<file path="config.mk">
export PLATFORM = sky130hd
export DESIGN_NAME = cmdq_chan_regs
export DESIGN_NICKNAME = d
export VERILOG_FILES = /design/src/rtl/cmdq_regs_pkg.sv /design/src/rtl/cmdq_status_reg.sv /design/src/rtl/cmdq_pend_vec.sv /design/src/rtl/cmdq_chan_regs.sv
export SDC_FILE = /design/constraint.sdc
export NUM_CORES = 1
export LEC_CHECK = 0
export ABC_AREA = 1
export BUFFER_PORTS_ARGS = -buffer_cell sky130_fd_sc_hd__buf_2
export CORE_MARGIN = 3
export CORE_UTILIZATION = 45
export CTS_BUF_LIST = sky130_fd_sc_hd__clkbuf_8
export CTS_CLUSTER_SIZE = 20
export DETAILED_ROUTE_END_ITERATION = 10
export PLACE_DENSITY = 0.71
export SKIP_CTS_REPAIR_TIMING = 1
export SLEW_MARGIN = 5
export SYNTH_ARGS = -nofsm -noshare
export SYNTH_HDL_FRONTEND = slang
export SYNTH_SLANG_ARGS = --single-unit
export TNS_END_PERCENT = 30
</file>
<file path="constraint.sdc">
create_clock -name clk -period 1.5 [get_ports clk]
set_clock_uncertainty 0.1 [all_clocks]
set_input_delay 0.075 -clock clk [delete_from_list [all_inputs] [get_ports clk]]
set_output_delay 0.075 -clock clk [all_outputs]
set_load 0.05 [all_outputs]
</file>
<file path="src/rtl/cmdq_regs_pkg.sv">
package cmdq_regs_pkg;
  localparam int WIN_BYTES = 4096;
  localparam int ADDR_W    = $clog2(WIN_BYTES);

  localparam logic [ADDR_W-1:0] OFF_BASE_LO = 12'h000;
  localparam logic [ADDR_W-1:0] OFF_BASE_HI = 12'h004;
  localparam logic [ADDR_W-1:0] OFF_STATUS  = 12'h008;
  localparam logic [ADDR_W-1:0] OFF_IRQ_EN  = 12'h00C;
  localparam logic [ADDR_W-1:0] OFF_CTRL    = 12'h010;
  localparam logic [ADDR_W-1:0] OFF_PEND    = 12'h014;

  localparam int ST_DONE_BIT = 0;
  localparam int ST_ERR_BIT  = 30;
  localparam int ST_SLOT_LSB = 24;
  localparam int ST_SLOT_W   = 5;
  localparam int ST_BUF_LSB  = 8;
  localparam int ST_BUF_W    = 16;
  localparam int BASE_ALIGN  = 4;

  typedef struct packed {
    logic                 err;
    logic [ST_SLOT_W-1:0] slot;
    logic [ST_BUF_W-1:0]  buff;
    logic                 done;
  } status_t;
endpackage

</file>
<file path="src/rtl/cmdq_status_reg.sv">
module cmdq_status_reg
  import cmdq_regs_pkg::*;
(
  input  logic                 clk,
  input  logic                 rst_n,
  input  logic                 soft_rst,
  input  logic                 st_wr,
  input  logic                 ie_wr,
  input  logic [31:0]          wdata,
  input  logic                 ev_done,
  input  logic                 ev_err,
  input  logic [ST_SLOT_W-1:0] ev_slot,
  input  logic [ST_BUF_W-1:0]  ev_buf,
  output logic [31:0]          status_word,
  output logic [31:0]          ie_word
);
  status_t st_q, st_d;
  logic    ie_done_q, ie_err_q;

  always_comb begin
    st_d = st_q;
    if (st_wr) st_d = '0;
    if (ev_done) st_d.done = 1'b1;
    if (ev_err && !st_d.err) begin
      st_d.err  = 1'b1;
      st_d.slot = ev_slot;
      st_d.buff = ev_buf;
    end
    if (soft_rst) st_d = '0;
  end

  always_ff @(posedge clk or negedge rst_n) begin
    if (!rst_n) begin
      st_q      <= '0;
      ie_done_q <= 1'b0;
      ie_err_q  <= 1'b0;
    end else begin
      st_q <= st_d;
      if (soft_rst) begin
        ie_done_q <= 1'b0;
        ie_err_q  <= 1'b0;
      end else if (ie_wr) begin
        ie_done_q <= wdata[ST_DONE_BIT];
        ie_err_q  <= wdata[ST_ERR_BIT];
      end
    end
  end

  always_comb begin
    status_word = '0;
    status_word[ST_DONE_BIT] = st_q.done;
    status_word[ST_ERR_BIT]  = st_q.err;
    status_word[ST_SLOT_LSB +: ST_SLOT_W] = st_q.slot;
    status_word[ST_BUF_LSB +: ST_BUF_W]   = st_q.buff;
    ie_word = '0;
    ie_word[ST_DONE_BIT] = ie_done_q;
    ie_word[ST_ERR_BIT]  = ie_err_q;
  end
endmodule

</file>
<file path="src/rtl/cmdq_pend_vec.sv">
module cmdq_pend_vec #(
  parameter int NUM_SLOTS = 32
) (
  input  logic                 clk,
  input  logic                 rst_n,
  input  logic                 soft_rst,
  input  logic                 sw_wr,
  input  logic [NUM_SLOTS-1:0] sw_set,
  input  logic [NUM_SLOTS-1:0] hw_clr,
  output logic [NUM_SLOTS-1:0] pend
);
  for (genvar i = 0; i < NUM_SLOTS; i++) begin : g_slot
    logic bit_q;
    always_ff @(posedge clk or negedge rst_n) begin
      if (!rst_n)                  bit_q <= 1'b0;
      else if (soft_rst)           bit_q <= 1'b0;
      else if (sw_wr && sw_set[i]) bit_q <= 1'b1;
      else if (hw_clr[i])          bit_q <= 1'b0;
    end
    assign pend[i] = bit_q;
  end
endmodule

</file>
<file path="src/rtl/cmdq_chan_regs.sv">
module cmdq_chan_regs
  import cmdq_regs_pkg::*;
#(
  parameter int NUM_SLOTS = 32
) (
  input  logic                 clk,
  input  logic                 rst_n,
  input  logic                 reg_en,
  input  logic                 reg_we,
  input  logic [ADDR_W-1:0]    reg_addr,
  input  logic [31:0]          reg_wdata,
  output logic [31:0]          reg_rdata,
  input  logic                 eng_done,
  input  logic                 eng_err,
  input  logic [ST_SLOT_W-1:0] eng_err_slot,
  input  logic [ST_BUF_W-1:0]  eng_err_buf,
  input  logic [NUM_SLOTS-1:0] eng_clr,
  output logic [63:0]          list_base,
  output logic                 poll_en,
  output logic [NUM_SLOTS-1:0] pend_vec,
  output logic                 irq
);
  logic        wr;
  logic        wr_lo, wr_hi, wr_st, wr_ie, wr_ctrl, wr_pend, soft_rst;
  logic [31:BASE_ALIGN] base_lo_q;
  logic [31:0] base_hi_q;
  logic        ctrl_q, irq_q;
  logic [31:0] status_word, ie_word;

  assign wr       = reg_en && reg_we;
  assign wr_lo    = wr && (reg_addr == OFF_BASE_LO);
  assign wr_hi    = wr && (reg_addr == OFF_BASE_HI);
  assign wr_st    = wr && (reg_addr == OFF_STATUS);
  assign wr_ie    = wr && (reg_addr == OFF_IRQ_EN);
  assign wr_ctrl  = wr && (reg_addr == OFF_CTRL);
  assign wr_pend  = wr && (reg_addr == OFF_PEND);
  assign soft_rst = wr_ctrl && (reg_wdata == '0);

  always_ff @(posedge clk or negedge rst_n) begin
    if (!rst_n) begin
      base_lo_q <= '0;
      base_hi_q <= '0;
      ctrl_q    <= 1'b0;
      irq_q     <= 1'b0;
    end else begin
      if (wr_lo)   base_lo_q <= reg_wdata[31:BASE_ALIGN];
      if (wr_hi)   base_hi_q <= reg_wdata;
      if (wr_ctrl) ctrl_q    <= |reg_wdata;
      irq_q <= (status_word[ST_DONE_BIT] && ie_word[ST_DONE_BIT]) ||
               (status_word[ST_ERR_BIT]  && ie_word[ST_ERR_BIT]);
    end
  end

  cmdq_status_reg u_status (
    .clk         (clk),
    .rst_n       (rst_n),
    .soft_rst    (soft_rst),
    .st_wr       (wr_st),
    .ie_wr       (wr_ie),
    .wdata       (reg_wdata),
    .ev_done     (eng_done),
    .ev_err      (eng_err),
    .ev_slot     (eng_err_slot),
    .ev_buf      (eng_err_buf),
    .status_word (status_word),
    .ie_word     (ie_word)
  );

  cmdq_pend_vec #(.NUM_SLOTS(NUM_SLOTS)) u_pend (
    .clk      (clk),
    .rst_n    (rst_n),
    .soft_rst (soft_rst),
    .sw_wr    (wr_pend),
    .sw_set   (reg_wdata[NUM_SLOTS-1:0]),
    .hw_clr   (eng_clr),
    .pend     (pend_vec)
  );

  always_comb begin
    unique case (reg_addr)
      OFF_BASE_LO: reg_rdata = {base_lo_q, {BASE_ALIGN{1'b0}}};
      OFF_BASE_HI: reg_rdata = base_hi_q;
      OFF_STATUS:  reg_rdata = status_word;
      OFF_IRQ_EN:  reg_rdata = ie_word;
      OFF_CTRL:    reg_rdata = {31'd0, ctrl_q};
      OFF_PEND:    reg_rdata = 32'(pend_vec);
      default:     reg_rdata = '0;
    endcase
  end

  assign list_base = {base_hi_q, base_lo_q, {BASE_ALIGN{1'b0}}};
  assign poll_en   = ctrl_q;
  assign irq       = irq_q;
endmodule

</file>
-- After elaboration in Yosys (flattened, before gate mapping)
Cells that the tools add are included.
- flip-flop bits (word level): 119
- bits of input ports: 103
- reductions and logical operators: 83
- equal/unequal tests: 5
- muxes and demuxes: 105
- operators by type and width (operator ; number):
    $pmux W32 S6 ; 1
    $reduce_bool A3 Y1 ; 34
    $mux W1 ; 101
    $mux W23 ; 2
    $logic_and A1 B1 Y1 ; 43
    $logic_not A32 Y1 ; 1
    $reduce_or A32 Y1 ; 1
    $eq A12 B4 Y1 const B ; 2
    $eq A12 B5 Y1 const B ; 2
    $mux W22 ; 1
    $eq A12 B3 Y1 const B ; 1
    $logic_not A12 Y1 ; 1
    $reduce_bool A2 Y1 ; 1
    $logic_not A1 Y1 ; 1
    $logic_or A1 B1 Y1 ; 1

-- Depth between registers and ports, before layout
Gate-level depths: netlist of run 1.
- word-level depth: 7
- depth in mapped cells: 10
- depth with buffers taken out: 9

-- By module
A second synthesis of run 1 with hierarchy kept.
- cells, all modules: 993
- area, all modules: 7268.2 um2
- modules (own cells, without submodules) (module ; seq. area each (um2) ; area each (um2) ; cells each ; instances):
    cmdq_chan_regs ; 1551.5 ; 4080.2 ; 638 ; 1
    cmdq_pend_vec ; 800.8 ; 1722.9 ; 198 ; 1
    cmdq_status_reg ; 625.6 ; 1465.2 ; 157 ; 1

-- Worst setup path before layout of run 1
Ideal clock, no wire load.
- path type: input port to output port
- start: in reg_addr[11]
- end: out reg_rdata[1]
- arrival: 1.857 ns
- stages on the path: 6
- buffers on the path: 1
- slack: -0.532 ns
- cell sequence: nor2_1 nand2_2 nor2_4 nand3_2 buf_1 o21ai_0
- cells in the longest elaborated chain, start to end: 2
- elaborated cells on any way between the ends: 7
- classes of those cells: eq/ne (5); mux (1); reduce/logical (1)
- RTL lines (item ; RTL line ; RTL):
    from (decl) ; cmdq_chan_regs.sv:10 ; input logic [ADDR_W-1:0] reg_addr,
    $eq A12 B5 Y1 (tied with other cells) ; cmdq_chan_regs.sv:80 ; unique case (reg_addr)
    $pmux W32 S6 * ; cmdq_chan_regs.sv:80 ;
    to (decl) ; cmdq_chan_regs.sv:12 ; output logic [31:0] reg_rdata,
Every way passes the cells marked *; elsewhere a longest branch is shown, timed or not.

-- Worst setup path after layout of run 1
- start: in reg_addr[8]
- end: out reg_rdata[4]
Same word-level chain as after synthesis.

==> reports/qor.yml, run 1 <==
global_routing:
  antenna_found_initial: 0
  grt_pass1_vias: 5718
  grt.total_usage_pct: 25.0
  grt_overflow: 0
  grt_start_max_net_pins: 76
  grt_pass1_wl_um: 28900
cells_and_area:
  multi_input_area_mm2: 0.00259
  antenna_cells: 0
  syn2layout_area_growth_pct: 57.1
  drive_above_1_share_pct: 35.5
  nFillCells: 958
  stdcell_area_mm2: 0.00965
  fin_nets: 1215
  utilization_pct: 72.6
  seq_area_mm2: 0.00298
timing:
  tightest_slew_ns: 0.572
  post-route-period-util_pct: 110
  rsz0062_at_grt: "true"
  postLayoutSetupSlackWorst_ns: -0.146
  slew_headroom_pct: 61.9
  setup_viol: 32
  fin_setup_tns_ns: -1.89
  period_minus_slack_ns: 1.65
  hold_violations: 0
  max_clock_freq_ghz: 0.608
  slew_viol_final: 0
clocking:
  numCtsBuffers: 17
  clk_latency_ns: 0.45
  cts_root_buf: "clkbuf_8"
  clock_sinks: 119
  cts_tree: "yes"
  cts_buffer_depth: 2
  path_clk_slew_ns: 0.07
  htreeDepth: 4
pwr:
  totalPowerFinal_mw: 6.96
  p_leak_nw: 5.24
  power_density_mw_per_mm2: 721
  ir_worst_vdd_mv: 0.499
floorplanning:
  die_x_um: 123
  dieArea_mm2: 0.0151
  rows: 42
  start_util_pct: 46.2
  die_y_um: 123
  ios: 233
  core_mm2: 0.0133
logic_synthesis:
  synth_top_area_share_pct: 48.5
  synth-seq-cells: 119
  yosysTopAreaCell: "dfrtp_1"
  synthArstFlopShare_pct: 100
  synth_area_per_cell_um2: 7.81
  yosysWarnings: 0
  ys_top_cells_by_area: "dfrtp_1 48%, nand2_1 14%, o21ai_1 6.6%"
  synth_area_mm2: 0.00614
  yosysSeqAreaShare_pct: 48.5
  ys.flop_type: "dfrtp_1"
  synth-edff-count: 0
  yosysUniqueCellTypes: 26
  synthCells: 786
detailed_routing:
  wl_per_cell_um: 17.2
  drt_iter0_markers: 624
  wl_um: 22400
  vias_per_cell: 5.20
  dr.pass1.iters: 5
  num_vias: 6759
  ant_nets: 0
  drc: 0
placement:
  portBuffers: 228
  dp_hpwl_um: 13800
  gp_routability_congestion: 0.868
  dpl_worst_slack_ns: -0.174
  place_area_mm2: 0.00766
outcome:
  outcome: "complete, but fails checks"
  violations: "negative setup slack"
run:
  cap_viol_max_count: 0
worst_setup_path:
  r2r-start: "u_status.status_word[30]"
  critPathKind: "in2out"
  critPathRequiredTime_ns: 1.32
  crit_start: "reg_addr[8]"
  arrival_ns: 1.47
  cp-end-kind: "output port"
  r2r_slack_ns: 0.35
  reg2reg_to: "u_status.status_word[10]"
  crit_fanout: 8
  startpoint_type: "primary input"
  ff2ff_path_depth: 5
min_path:
  hp-class: "in2async"
-- cell families after synthesis --
family	after synthesis	synth area share (%)
AO/OA/AOI/OAI	125	11.9
buffers and inverters	186	14.8
flip-flops	119	48.5
other	1	0.0611
AND/OR/NAND/NOR	355	24.8
-- layer usage --
layer | up-vias | global-route usage [%] | share of wire, %
met4 | 0 | 10.4 | 4.8
li1 | 3137 | - | -
met5 | - | 0 | 0
met3 | 93 | 6.27 | 8.1
met1 | 3141 | 34.1 | 40
met2 | 388 | 38.1 | 47
-- state kept, by name (all words and copies together), names as in the netlist --
| name | cells |
|---|---|
| base_hi_q | 32 |
| u_pend.g_slot.bit_q | 32 |
| base_lo_q | 28 |
| u_status.status_word | 23 |
| irq | 1 |
| poll_en | 1 |
| u_status.ie_done_q | 1 |
| u_status.ie_err_q | 1 |
-- stage by stage --
| stage | hold WS [ns] | instances |
|---|---|---|
| final | 0.0891 | 1301 |
| after global routing | 0.119 | 1301 |
| after CTS | -0.447 | 1199 |
| after detailed placement | 0.0412 | 1167 |
| after global placement | 0.0381 | 1167 |
| after floorplan | -0.321 | 789 |
-- worst max-delay path by stage --
| stage | end | slack (ns) | cells after the start |
|---|---|---|---|
| after floorplan | reg_rdata[10] | -0.28 | 6 |
| after global routing | reg_rdata[30] | -0.19 | 13 |
| after CTS | reg_rdata[15] | -0.18 | 9 |
| final | reg_rdata[4] | -0.15 | 11 |
| after global placement | reg_rdata[15] | -0.18 | 9 |
| after detailed placement | reg_rdata[15] | -0.17 | 9 |
-- critical path, stage by stage --
cell and delay, ns:
buf_6 0.09, nor2_4 0.12, nand2_4 0.09, nor2_4 0.14, nand2_2 0.08, nor2_4 0.12, buf_12 0.16, clkbuf_16 0.17
nand2_4 0.04, o211ai_1 0.13, buf_4 0.26
-- cell usage after synthesis (2+ instances only) --
master	count
buf_4	40
nand3b_1	2
clkbuf_1	6
nand2_1	235
nor2_2	2
o21ai_0	12
buf_1	4
o211ai_1	8
o21ai_1	81
o2111ai_1	21
nand2_2	4
inv_2	3
nor2_4	5
nand4_1	21
nor2_1	33
dfrtp_1	119
nand3_1	49
o22ai_1	2
buf_6	4
inv_1	105
buf_2	24
nor3_1	2
-- layout make-up --
class,instances,share of cell area (%)
inverter,108,4.20
clock inverter,11,1.09
timing repair buffer,382,31.7
clock buffer,21,3.00
multi-input combinational,484,26.8
sequential,119,30.9
tap,176,2.28
-- where the power goes --
part | internal [mW] | switching, mW
Combinational | 0.364 | 0.335
Sequential | 3.28 | 0.0471
Clock | 1.62 | 1.31
Total | 5.26 | 1.69
-- layout by cell type, fill, tap and decap left out, drive strengths merged, types with 6 or more instances in the layout --
cell type,instances
clkinv,6
dlygate4sd3,88
inv,110
o21ai,93
o211ai,8
dfrtp,119
nand4,21
clkbuf,25
o2111ai,21
nor2,40
nand3,50
buf,290
nand2,239
(Power assumes the default switching activity.)
==> inputs of run 2 (changes only) <==
--- a/config.mk
+++ b/config.mk
@@ -7,12 +7,15 @@
 export LEC_CHECK = 0
 export ABC_AREA = 1
 export BUFFER_PORTS_ARGS = -buffer_cell sky130_fd_sc_hd__buf_2
+export CELL_PAD_IN_SITES_DETAIL_PLACEMENT = 0
+export CELL_PAD_IN_SITES_GLOBAL_PLACEMENT = 1
 export CORE_MARGIN = 3
-export CORE_UTILIZATION = 45
+export CORE_UTILIZATION = 36
 export CTS_BUF_LIST = sky130_fd_sc_hd__clkbuf_8
 export CTS_CLUSTER_SIZE = 20
 export DETAILED_ROUTE_END_ITERATION = 10
-export PLACE_DENSITY = 0.71
+export PLACE_DENSITY = 0.8
+export RECOVER_POWER = 50
 export SKIP_CTS_REPAIR_TIMING = 1
 export SLEW_MARGIN = 5
 export SYNTH_ARGS = -nofsm -noshare
==> run 2 against run 1 <==
The run still ends with negative setup slack left. Core utilization decreased by 13 points. Routed wire length down 0.12%. Via count is 4.4% lower. Design area grew 2.5%. Sequential power about the same. Non-clock buffer count increased by 1. Critical path type unchanged. First-iteration DRC count fell by 39%. Highest routed layer unchanged. Clock power increased by 11%. Clock-buffer cell count shrank 2. Critical path depth is 2 higher. Sequential share of layout area decreased by 0.75 points.
==> reports/qor.yml, run 2 (synthesized netlist as in run 1, its figures left out) <==
run:
  cap_viol_max_count: 0  # unchanged
worst_setup_path:
  r2r-start: "u_status.status_word[30]"  # unchanged
  crit_fanout: 8  # unchanged
  cp-end-kind: "output port"  # unchanged
  critPathRequiredTime_ns: 1.32  # about the same
  ff2ff_path_depth: 6  # was 5
  critPathKind: "in2out"  # unchanged
  reg2reg_to: "u_status.status_word[8]"  # was u_status.status_word[10]
  arrival_ns: 1.45  # was 1.47 ns
  startpoint_type: "primary input"  # unchanged
  r2r_slack_ns: 0.37  # was 0.35 ns
outcome:
  violations: "negative setup slack"  # unchanged
  outcome: "complete, but fails checks"  # unchanged
placement:
  portBuffers: 228  # unchanged
  dp_hpwl_um: 14900  # was 13,800 um
  gp_routability_congestion: 0.838  # was 0.868
pwr:
  switching_share_pct: 24.0  # was 24.3%
  power_density_mw_per_mm2: 736  # was 721 mW/mm^2
  p_leak_nw: 5.28  # was 5.24 nW
  p_int_mw: 5.53  # was 5.26 mW
  switching_power_mw: 1.75  # was 1.69 mW
  p_comb_share_pct: 9.6  # was 10.0%
  ir_worst_vdd_mv: 0.556  # was 0.499 mV
  p_seq_share_pct: 45.8  # was 47.8%
  clkPwrFrac_pct: 44.6  # was 42.1%
  totalPowerFinal_mw: 7.28  # was 6.96 mW
detailed_routing:
  dr.pass1.iters: 5  # unchanged
  wl_per_cell_um: 16.6  # was 17.2 um
  ant_nets: 0  # unchanged
  drc: 0  # unchanged
  drt_iter0_markers: 383  # was 624
  num_vias: 6461  # was 6,759
  wl_um: 22400  # about the same
  vias_per_cell: 4.80  # was 5.20
timing:
  fin_setup_tns_ns: -2.09  # was -1.89 ns
  slew_viol_final: 0  # unchanged
  hold_violations: 0  # unchanged
  period_minus_slack_ns: 1.63  # was 1.65 ns
  setup_viol: 32  # unchanged
  max_clock_freq_ghz: 0.615  # was 0.608 GHz
  slew_headroom_pct: 42.2  # was 61.9%
  post-route-period-util_pct: 108  # was 110%
  rsz0062_at_grt: "true"  # unchanged
  tightest_slew_ns: 0.868  # was 0.572 ns
  postLayoutSetupSlackWorst_ns: -0.127  # was -0.146 ns
cells_and_area:
  fin_nets: 1216  # was 1,215
  drive_above_1_share_pct: 36.8  # was 35.5%
  largestRegisters: "base_hi_q x32, u_pend.g_slot.bit_q x32, base_lo_q x28"  # unchanged
  layout_common_cells: "211 x nand2_1, 188 x buf_2, 119 x dfrtp_1"  # was 211 x nand2_1, 191 x buf_2, 119 x dfrtp_1
  syn2layout_area_growth_pct: 61.0  # was 57.1%
  layout_commonest_cell: "nand2_1"  # unchanged
floorplanning:
  ios: 233  # unchanged
  die_x_um: 137  # was 123 um
  die_y_um: 137  # was 123 um
  start_util_pct: 36.9  # was 46.2%
  core_mm2: 0.0166  # was 0.0133 mm^2
  rows: 47  # was 42
  dieArea_mm2: 0.0187  # was 0.0151 mm^2
min_path:
  hp-class: "in2reg"  # was in2async
  hold_depth: 6
  hold_start: "reg_we"
  min_to: "u_status.ie_err_q"
global_routing:
  grt_pass1_vias: 5778  # was 5,718
  gr-usage-met3_pct: 4.38  # was 6.27%
  antenna_found_initial: 1  # was 0
  met2_usage_pct: 32.5  # was 38.1%
  grt_pass1_wl_um: 30900  # was 28,900 um
  grt_start_max_net_pins: 61  # was 76
  globalRouteMet1Util_pct: 30.5  # was 34.1%
  grt_overflow: 0  # unchanged
  busiest_layer: "met2"  # unchanged
  grt.total_usage_pct: 21.5  # was 25.0%
clocking:
  cts_buffer_depth: 2  # unchanged
  cts_tree: "yes"  # unchanged
  cts_root_buf: "clkbuf_8"  # unchanged
  clk_latency_ns: 0.44  # was 0.45 ns
  numCtsBuffers: 17  # unchanged
  htreeDepth: 4  # unchanged
  path_clk_slew_ns: 0.07  # about the same
  clock_sinks: 119  # unchanged
## run 2: cell count changes in the layout (fill, tap and decap cells not counted), sizes merged
cell and change:
buf -8, diode +1, bufinv +2, clkbuf +7, inv -1, clkinv -1, clkinvlp +2
## run 2: per-layer routing
layer,wire (um),share of wire [%],up-vias
met1,9790,44,3044
met4,533,2.4,0
met3,1480,6.6,34
li1,-,-,3132
met2,10600,47,251
met5,0,0,-
## run 2: worst max-delay path, stage by stage
cell and delay (ns):
buf_6 0.10, nor2_4 0.11, nand2_4 0.08, nor2_4 0.15
nand2_2 0.09, nor2_4 0.13, buf_12 0.16, buf_12 0.14
nand2_2 0.05, o21ai_2 0.05, inv_1 0.04, nand3b_1 0.10
buf_6 0.17
## run 2: power by group through the flow
| stage | Combinational, mW | Sequential (mW) | Clock (mW) |
|---|---|---|---|
| floorplan | 0.155 | 3.38 | 0 |
| global placement | 0.488 | 3.38 | 0 |
| detailed placement | 0.489 | 3.38 | 0 |
| CTS | 0.491 | 3.32 | 3.31 |
| global route | 0.770 | 3.34 | 3.47 |
| finish | 0.699 | 3.34 | 3.24 |
## run 2: cell type report
cell class,instances,area (um^2)
Antenna cell,1,2.50
Inverter,108,405
Tap cell,220,275
Sequential cell,119,2980
Clock buffer,19,262
Fill cell,1525,6750
Multi-Input combinational cell,484,2740
Clock inverter,13,179
Timing Repair Buffer,383,3050
## run 2: worst max-delay path by stage
stage,from,to,depth (start not counted)
2_1_floorplan,reg_addr[11],reg_rdata[10],6
3_3_place_gp,reg_addr[7],reg_rdata[12],8
3_5_place_dp,reg_addr[7],reg_rdata[12],8
4_1_cts,poll_en,reg_rdata[0],5
5_1_grt,reg_addr[8],reg_rdata[25],11
6_report,reg_addr[8],reg_rdata[30],13
## run 2: through the flow
stage | instance area, um^2 | hold slack (ns) | worst slack [ns] | cells | util (%)
2_1_floorplan | 6150 | -0.321 | -0.282 | 789 | -
3_3_place_gp | 7680 | 0.0223 | -0.208 | 1212 | 46.2
3_5_place_dp | 7680 | 0.0210 | -0.215 | 1212 | 46.2
4_1_cts | 8130 | -0.478 | -0.228 | 1244 | 48.8
5_1_grt | 9890 | 0.252 | -0.192 | 1347 | 59.4
6_report | 9890 | 0.203 | -0.127 | 1347 | 59.4
